## config.mk

```make
export PLATFORM = sky130hd
export DESIGN_NAME = fpimm_loader
export DESIGN_NICKNAME = d
export VERILOG_FILES = /design/src/rtl/fpimm_loader_pkg.sv /design/src/rtl/fhl_widen.sv /design/src/rtl/fhl_narrow.sv /design/src/rtl/fhl_ctrl.sv /design/src/rtl/fhl_dpath.sv /design/src/rtl/fpimm_loader.sv
export SDC_FILE = /design/constraint.sdc
export NUM_CORES = 2
export LEC_CHECK = 0
export BUFFER_PORTS_ARGS = -buffer_cell sky130_fd_sc_hd__buf_2
export CORE_MARGIN = 2
export CORE_UTILIZATION = 25
export DETAILED_ROUTE_END_ITERATION = 12
export SLEW_MARGIN = 20
export SYNTH_ARGS = -nofsm -noshare
export SYNTH_HDL_FRONTEND = slang
export SYNTH_SLANG_ARGS = --single-unit
export TNS_END_PERCENT = 100
```

## constraint.sdc

```tcl
create_clock -name clk -period 7.7 [get_ports clk]
set_clock_uncertainty 0.05 [all_clocks]
set_input_delay 1.54 -clock clk [delete_from_list [all_inputs] [get_ports clk]]
set_output_delay 1.54 -clock clk [all_outputs]
set_load 0.1 [all_outputs]
```

## src/rtl/fpimm_loader_pkg.sv

```systemverilog
package fpimm_loader_pkg;
  localparam int SpExpW  = 8;
  localparam int SpManW  = 23;
  localparam int DpExpW  = 11;
  localparam int DpManW  = 52;
  localparam int SpW     = 1 + SpExpW + SpManW;
  localparam int DpW     = 1 + DpExpW + DpManW;
  localparam int SpBias  = (1 << (SpExpW - 1)) - 1;
  localparam int DpBias  = (1 << (DpExpW - 1)) - 1;
  localparam int BiasGap = DpBias - SpBias;
  localparam int ManPad  = DpManW - SpManW;
  localparam int HalfW   = SpW / 2;

  typedef enum logic {
    OP_HIGH = 1'b0,
    OP_LOW  = 1'b1
  } op_e;

  typedef struct packed {
    logic wrEn;
    logic takeLow;
    logic pcStep;
  } strobe_t;
endpackage

```

## src/rtl/fhl_widen.sv

```systemverilog
module fhl_widen
  import fpimm_loader_pkg::*;
(
  input  logic [SpW-1:0] spIn,
  output logic [DpW-1:0] dpOut
);
  localparam int LeadW = $clog2(SpManW + 1);
  localparam logic [DpExpW-1:0] DenBase = DpExpW'(BiasGap - SpManW + 1);

  logic                sgn;
  logic [SpExpW-1:0]   exp8;
  logic [SpManW-1:0]   man;
  logic [LeadW-1:0]    lead;
  logic [SpManW:0]     normSig;
  logic [DpExpW-1:0]   denExp;

  assign sgn  = spIn[SpW-1];
  assign exp8 = spIn[SpW-2:SpManW];
  assign man  = spIn[SpManW-1:0];

  always_comb begin
    lead = '0;
    for (int i = 0; i < SpManW; i++) begin
      if (man[i]) lead = LeadW'(i);
    end
  end

  assign normSig = {1'b0, man} << (LeadW'(SpManW) - lead);
  assign denExp  = DenBase + DpExpW'(lead);

  always_comb begin
    if (exp8 == '0 && man == '0) begin
      dpOut = {sgn, {(DpW-1){1'b0}}};
    end else if (exp8 == '1) begin
      dpOut = {sgn, {DpExpW{1'b1}}, man, {ManPad{1'b0}}};
    end else if (exp8 == '0) begin
      dpOut = {sgn, denExp, normSig[SpManW-1:0], {ManPad{1'b0}}};
    end else begin
      dpOut = {sgn, DpExpW'(exp8) + DpExpW'(BiasGap), man, {ManPad{1'b0}}};
    end
  end
endmodule

```

## src/rtl/fhl_narrow.sv

```systemverilog
module fhl_narrow
  import fpimm_loader_pkg::*;
(
  input  logic [DpW-1:0] dpIn,
  output logic [SpW-1:0] spOut
);
  localparam logic [DpExpW-1:0] MinNorm = DpExpW'(BiasGap + 1);
  localparam logic [DpExpW-1:0] MaxNorm = DpExpW'(BiasGap + (1 << SpExpW) - 2);

  logic                sgn;
  logic [DpExpW-1:0]   exp11;
  logic [SpManW-1:0]   topMan;
  logic [DpExpW-1:0]   shiftAmt;
  logic [SpManW:0]     denSig;

  assign sgn    = dpIn[DpW-1];
  assign exp11  = dpIn[DpW-2:DpManW];
  assign topMan = dpIn[DpManW-1:ManPad];
  assign shiftAmt = MinNorm - exp11;

  always_comb begin
    if (shiftAmt > DpExpW'(SpManW + 1)) denSig = '0;
    else denSig = {1'b1, topMan} >> shiftAmt;
  end

  always_comb begin
    if (exp11 == '0) begin
      spOut = {sgn, {(SpW-1){1'b0}}};
    end else if (exp11 == '1) begin
      spOut = {sgn, {SpExpW{1'b1}}, topMan};
    end else if (exp11 > MaxNorm) begin
      spOut = {sgn, {SpExpW{1'b1}}, {SpManW{1'b0}}};
    end else if (exp11 >= MinNorm) begin
      spOut = {sgn, SpExpW'(exp11 - DpExpW'(BiasGap)), topMan};
    end else begin
      spOut = {sgn, {SpExpW{1'b0}}, denSig[SpManW-1:0]};
    end
  end
endmodule

```

## src/rtl/fhl_ctrl.sv

```systemverilog
module fhl_ctrl
  import fpimm_loader_pkg::*;
(
  input  logic    instValid,
  input  logic    instOp,
  output strobe_t strobes
);
  always_comb begin
    strobes.wrEn    = instValid;
    strobes.pcStep  = instValid;
    strobes.takeLow = instValid && (op_e'(instOp) == OP_LOW);
  end
endmodule

```

## src/rtl/fhl_dpath.sv

```systemverilog
module fhl_dpath
  import fpimm_loader_pkg::*;
#(
  parameter int NumRegs = 32,
  parameter int PcW     = 32,
  parameter int PcStep  = 4,
  localparam int IdxW   = $clog2(NumRegs)
)(
  input  logic             clk,
  input  logic             rstN,
  input  strobe_t          strobes,
  input  logic [IdxW-1:0]  instReg,
  input  logic [HalfW-1:0] instImm,
  input  logic [IdxW-1:0]  rdIdx,
  output logic [DpW-1:0]   rdData,
  output logic [PcW-1:0]   pc
);
  logic [DpW-1:0] regs [NumRegs];
  logic [DpW-1:0] srcVal;
  logic [SpW-1:0] srcSp;
  logic [SpW-1:0] newSp;
  logic [DpW-1:0] newDp;

  assign srcVal = regs[instReg];

  fhl_narrow uNarrow (.dpIn(srcVal), .spOut(srcSp));

  assign newSp = strobes.takeLow ? {srcSp[SpW-1:HalfW], instImm}
                                 : {instImm, {HalfW{1'b0}}};

  fhl_widen uWiden (.spIn(newSp), .dpOut(newDp));

  always_ff @(posedge clk) begin
    if (!rstN) begin
      for (int i = 0; i < NumRegs; i++) regs[i] <= '0;
      pc <= '0;
    end else begin
      if (strobes.wrEn) regs[instReg] <= newDp;
      if (strobes.pcStep) pc <= pc + PcW'(PcStep);
    end
  end

  assign rdData = regs[rdIdx];
endmodule

```

## src/rtl/fpimm_loader.sv

```systemverilog
module fpimm_loader
  import fpimm_loader_pkg::*;
#(
  parameter int NumRegs = 32,
  parameter int PcW     = 32,
  localparam int IdxW   = $clog2(NumRegs)
)(
  input  logic             clk,
  input  logic             rstN,
  input  logic             instValid,
  input  logic             instOp,
  input  logic [IdxW-1:0]  instReg,
  input  logic [HalfW-1:0] instImm,
  input  logic [IdxW-1:0]  rdIdx,
  output logic [DpW-1:0]   rdData,
  output logic [PcW-1:0]   pc
);
  strobe_t strobes;

  fhl_ctrl uCtrl (
    .instValid(instValid),
    .instOp(instOp),
    .strobes(strobes)
  );

  fhl_dpath #(.NumRegs(NumRegs), .PcW(PcW)) uDpath (
    .clk(clk),
    .rstN(rstN),
    .strobes(strobes),
    .instReg(instReg),
    .instImm(instImm),
    .rdIdx(rdIdx),
    .rdData(rdData),
    .pc(pc)
  );
endmodule

```

==> results.md <==
* Area share of the leading cell type in the synthesized netlist at 57.9%
* Drt pass-1 iters at 6
* Ordered cell list for the critical path: buf_2 -> or4bb_1 -> buf_4 -> o22ai_1 -> or4_1 -> nor4_2 -> a41oi_1 -> buf_4 -> a32o_1 -> nor3_1 -> nand4_1 -> buf_4 -> ha_1 -> inv_1 -> nor2_1 -> nand2b_1 -> nor2_1 -> buf_4 -> o211ai_1 -> and3_1 -> buf_12 -> nor2_1
* Clk Tree Root Cell: clkbuf_16
* Clk_lat worst skew at 0.78 ns
* Initial Utilization at 25.1%
* Die span in x at 479 um
* R2R setup slack at 1.47 ns
* Hold Path End: uDpath.pc[23]$_SDFFE_PN0P_
* RSZ-0062 raised after global routing: false
* Area of the multi-input gates at 21300 um2
* H-tree depth at 3
* Gp weighted congestion at 0.905
* Seq cells post-synth at 1118
* Max Slew Vio Count at 0
* Max FO, Critical Path at 32
* Kind of end point of the critical path: flop
* R2R depth at 24
* Drt wl/cell at 28.9 um
* Fmax at 0.135 GHz
* CP delay by family, top: simple AND/OR/NAND/NOR gates
* FF+latch area at 33300 um2
* Async set or reset register ratio after synthesis at 0%
* DP HPWL at 121000 um
* Post-synth top area cell: edfxtp_1
* # DRC at 0
* Avg Cell Area, Syn at 13.6 um2
* Clock transition at the registers of the reported paths at 0.06 ns
* Min-delay src: uDpath.pc[23]$_SDFFE_PN0P_
* Slowest CP cell: nor4_2
* Crit-path most repeated cell: buf_4
* Syn. warnings at 0
* Reg-to-Reg End: uDpath.regs[16][44]$_SDFFCE_PN0P_
* Final hold vios at 0
* Port Buffers at 94
* Hold_ws at 0.477 ns
* Crit path DAT at 7.96 ns
* Final setup viols at 0
* Die Span Y at 479 um
* Initial DRC count at 6535
* HP Class: reg -> reg
* Most frequent cells in the layout: edfxtp_1, nor2_1, mux4_2, buf_4, mux2i_1
* Peak supply drop at 218 uV
* Most common cell after layout, fill and taps aside: edfxtp_1
* Number of standard cells after synthesis at 4143
* Post-route cell area at 65400 um2
* CTS buffer count at 116
* Placed inst area at 61600 um2
* Global-route wire length before repair at 294000 um
* Vias in the first global route at 38800
* Area Growth Syn to Fin at 16.1%
* Post-CTS Setup Inserts at 0
* Max-Cap Viols at 0
* CTS tree: yes
* Slew @ Worst Pin at 1.17 ns
* Synth area leaders: edfxtp_1, mux4_2, nor2_1
* CP bufs+invs at 7
* Cts-stage hold buffer count at 0
* Outcome: completed
* Reg-to-Reg Start: uDpath.regs[21][53]$_SDFFCE_PN0P_
* Worst Hold Depth at 2
* Util after Layout at 29.2%
* Fin crit share at 96.3%
* Die ar. at 229000 um2
* GRT Residual Overflow at 0
* Mapped cell area at 56400 um2
* CP peak stage delay at 0.66 ns
* All-Layer GR Usage at 17.8%
* Pre-CTS WS at -0.228 ns
* Vias at 39700
* Final worst slack at 0.288 ns
* Nets at 4271
* Main synth FF type: edfxtp_1
* Largest net degree at the start of global routing at 73
* IO Pins at 126
* P_leak at 22.4 nW
* Rel. slew slack at 21.7%
* Number of gates resized after CTS at 0
* Worst path required time at 8.25 ns
* CP Class: in -> reg
* Core Rows at 174
* CTS Buffer Depth at 3
* # fillers at 22400
* Initial antenna violation count at 15
* Num Clock Sinks at 1118
* PD cells at 226 nW/um2
* Post-layout min period at 7.41 ns
* Number of synthesized flops with an enable pin at 1088
* Total Routed Length at 212000 um
* Register area share after synthesis at 59.0%
* Post-synthesis cell type count at 101
* Crit path launch type: primary input
* Drt via density at 5.42
* Share of post-route cells with drive strength above 1 at 26.4%
* Core ar. at 224000 um2
* Post-route ant nets at 0
-- flip-flops by register name, summed over array words and instances, names as in the netlist --
register and flops:
uDpath.regs 1088, uDpath.pc 30
-- cell usage after synthesis (23+ instances only) --
master    count
dfxtp_1      30
mux2i_1     218
nor2b_1     104
nand3_1      36
nor4_1       26
o21ai_0      25
o22ai_1     120
nor3_1       63
a22oi_1      28
buf_6        23
buf_1        24
nor3b_1      27
clkbuf_1    280
mux4_2      352
mux2_2      118
edfxtp_1   1088
nor2_1      974
buf_2        54
nand2_1     146
and2_1       36
a21oi_1      30
buf_4        49
-- kinds of logic (layout without fill, tap and decap cells) --
| family | after synthesis | in the layout | synth area share [%] |
|---|---|---|---|
| compound gates | 326 | 326 | 4.16 |
| xor+xnor | 27 | 27 | 0.419 |
| fa+ha+maj | 7 | 7 | 0.155 |
| buf+inv | 458 | 615 | 3.89 |
| flops | 1118 | 1118 | 59.0 |
| mux | 689 | 689 | 20.3 |
| other cells | 1 | 34 | 0.00665 |
| simple gates | 1517 | 1517 | 12.0 |
-- metal layers --
metal	track usage, %	vias up	wire length (um)
met5	0	-	21
met4	7.70	4	10000
met3	4.95	532	28200
met2	27.1	2885	93800
met1	23.8	20500	79700
li1	-	15800	-
-- how the worst max path moves through the flow --
stage          startpoint                                end  slack (ns)  cells past startpoint
4_1_cts        instReg[4]  uDpath.regs[16][44]$_SDFFCE_PN0P_        0.56                     22
3_5_place_dp   instReg[0]   uDpath.regs[7][51]$_SDFFCE_PN0P_       -0.23                     21
6_report       instReg[4]  uDpath.regs[16][44]$_SDFFCE_PN0P_        0.29                     22
5_1_grt        instReg[4]  uDpath.regs[18][46]$_SDFFCE_PN0P_        0.18                     21
2_1_floorplan  instReg[2]   uDpath.regs[7][44]$_SDFFCE_PN0P_        0.34                     29
3_3_place_gp   instReg[0]  uDpath.regs[16][39]$_SDFFCE_PN0P_       -0.16                     20
-- power breakdown --
part	switching, W	leakage, nW	internal, W
registers	0.0000880	11.5	0.00688
clock network	0.00251	1.81	0.00315
logic	0.00145	9.09	0.000700
-- per-stage QoR --
| stage | TNS [ns] | cells | power [W] |
|---|---|---|---|
| 2_1_floorplan | 0 | 4173 | 0.00842 |
| 3_3_place_gp | -35.36 | 7108 | 0.00918 |
| 3_5_place_dp | -62.65 | 7108 | 0.00921 |
| 4_1_cts | 0 | 7322 | 0.0148 |
| 5_1_grt | 0 | 7323 | 0.0151 |
| 6_report | 0 | 7325 | 0.0148 |
-- final cells by class --
class | instances | area share, %
sequential | 1118 | 50.8
multi-input combinational | 2597 | 32.6
tap | 2992 | 5.72
timing repair buffer | 380 | 4.90
clock buffer | 141 | 4.58
clock inverter | 73 | 1.21
inverter | 21 | 0.124
antenna | 3 | 0.0115
-- worst reg2reg max path, stage by stage, from the launching register on --
cell and delay [ns]:
edfxtp_1 0.40, mux2i_1 0.26, o22ai_1 0.16, nor4_1 0.28, and2_1 0.50, inv_4 0.08, buf_4 0.19, nor4_1 0.38
a41oi_1 0.34, buf_4 0.27, o211ai_1 0.09, a21oi_1 0.10, nor3_1 0.51, nand4_1 0.26, buf_4 0.22, ha_1 0.29
inv_1 0.09, nor2_1 0.35, nand2b_1 0.13, nor2_1 0.35, buf_4 0.18, o211ai_1 0.06, and3_1 0.21, buf_12 0.17
nor2_1 0.14
(Power assumes the default switching activity.)
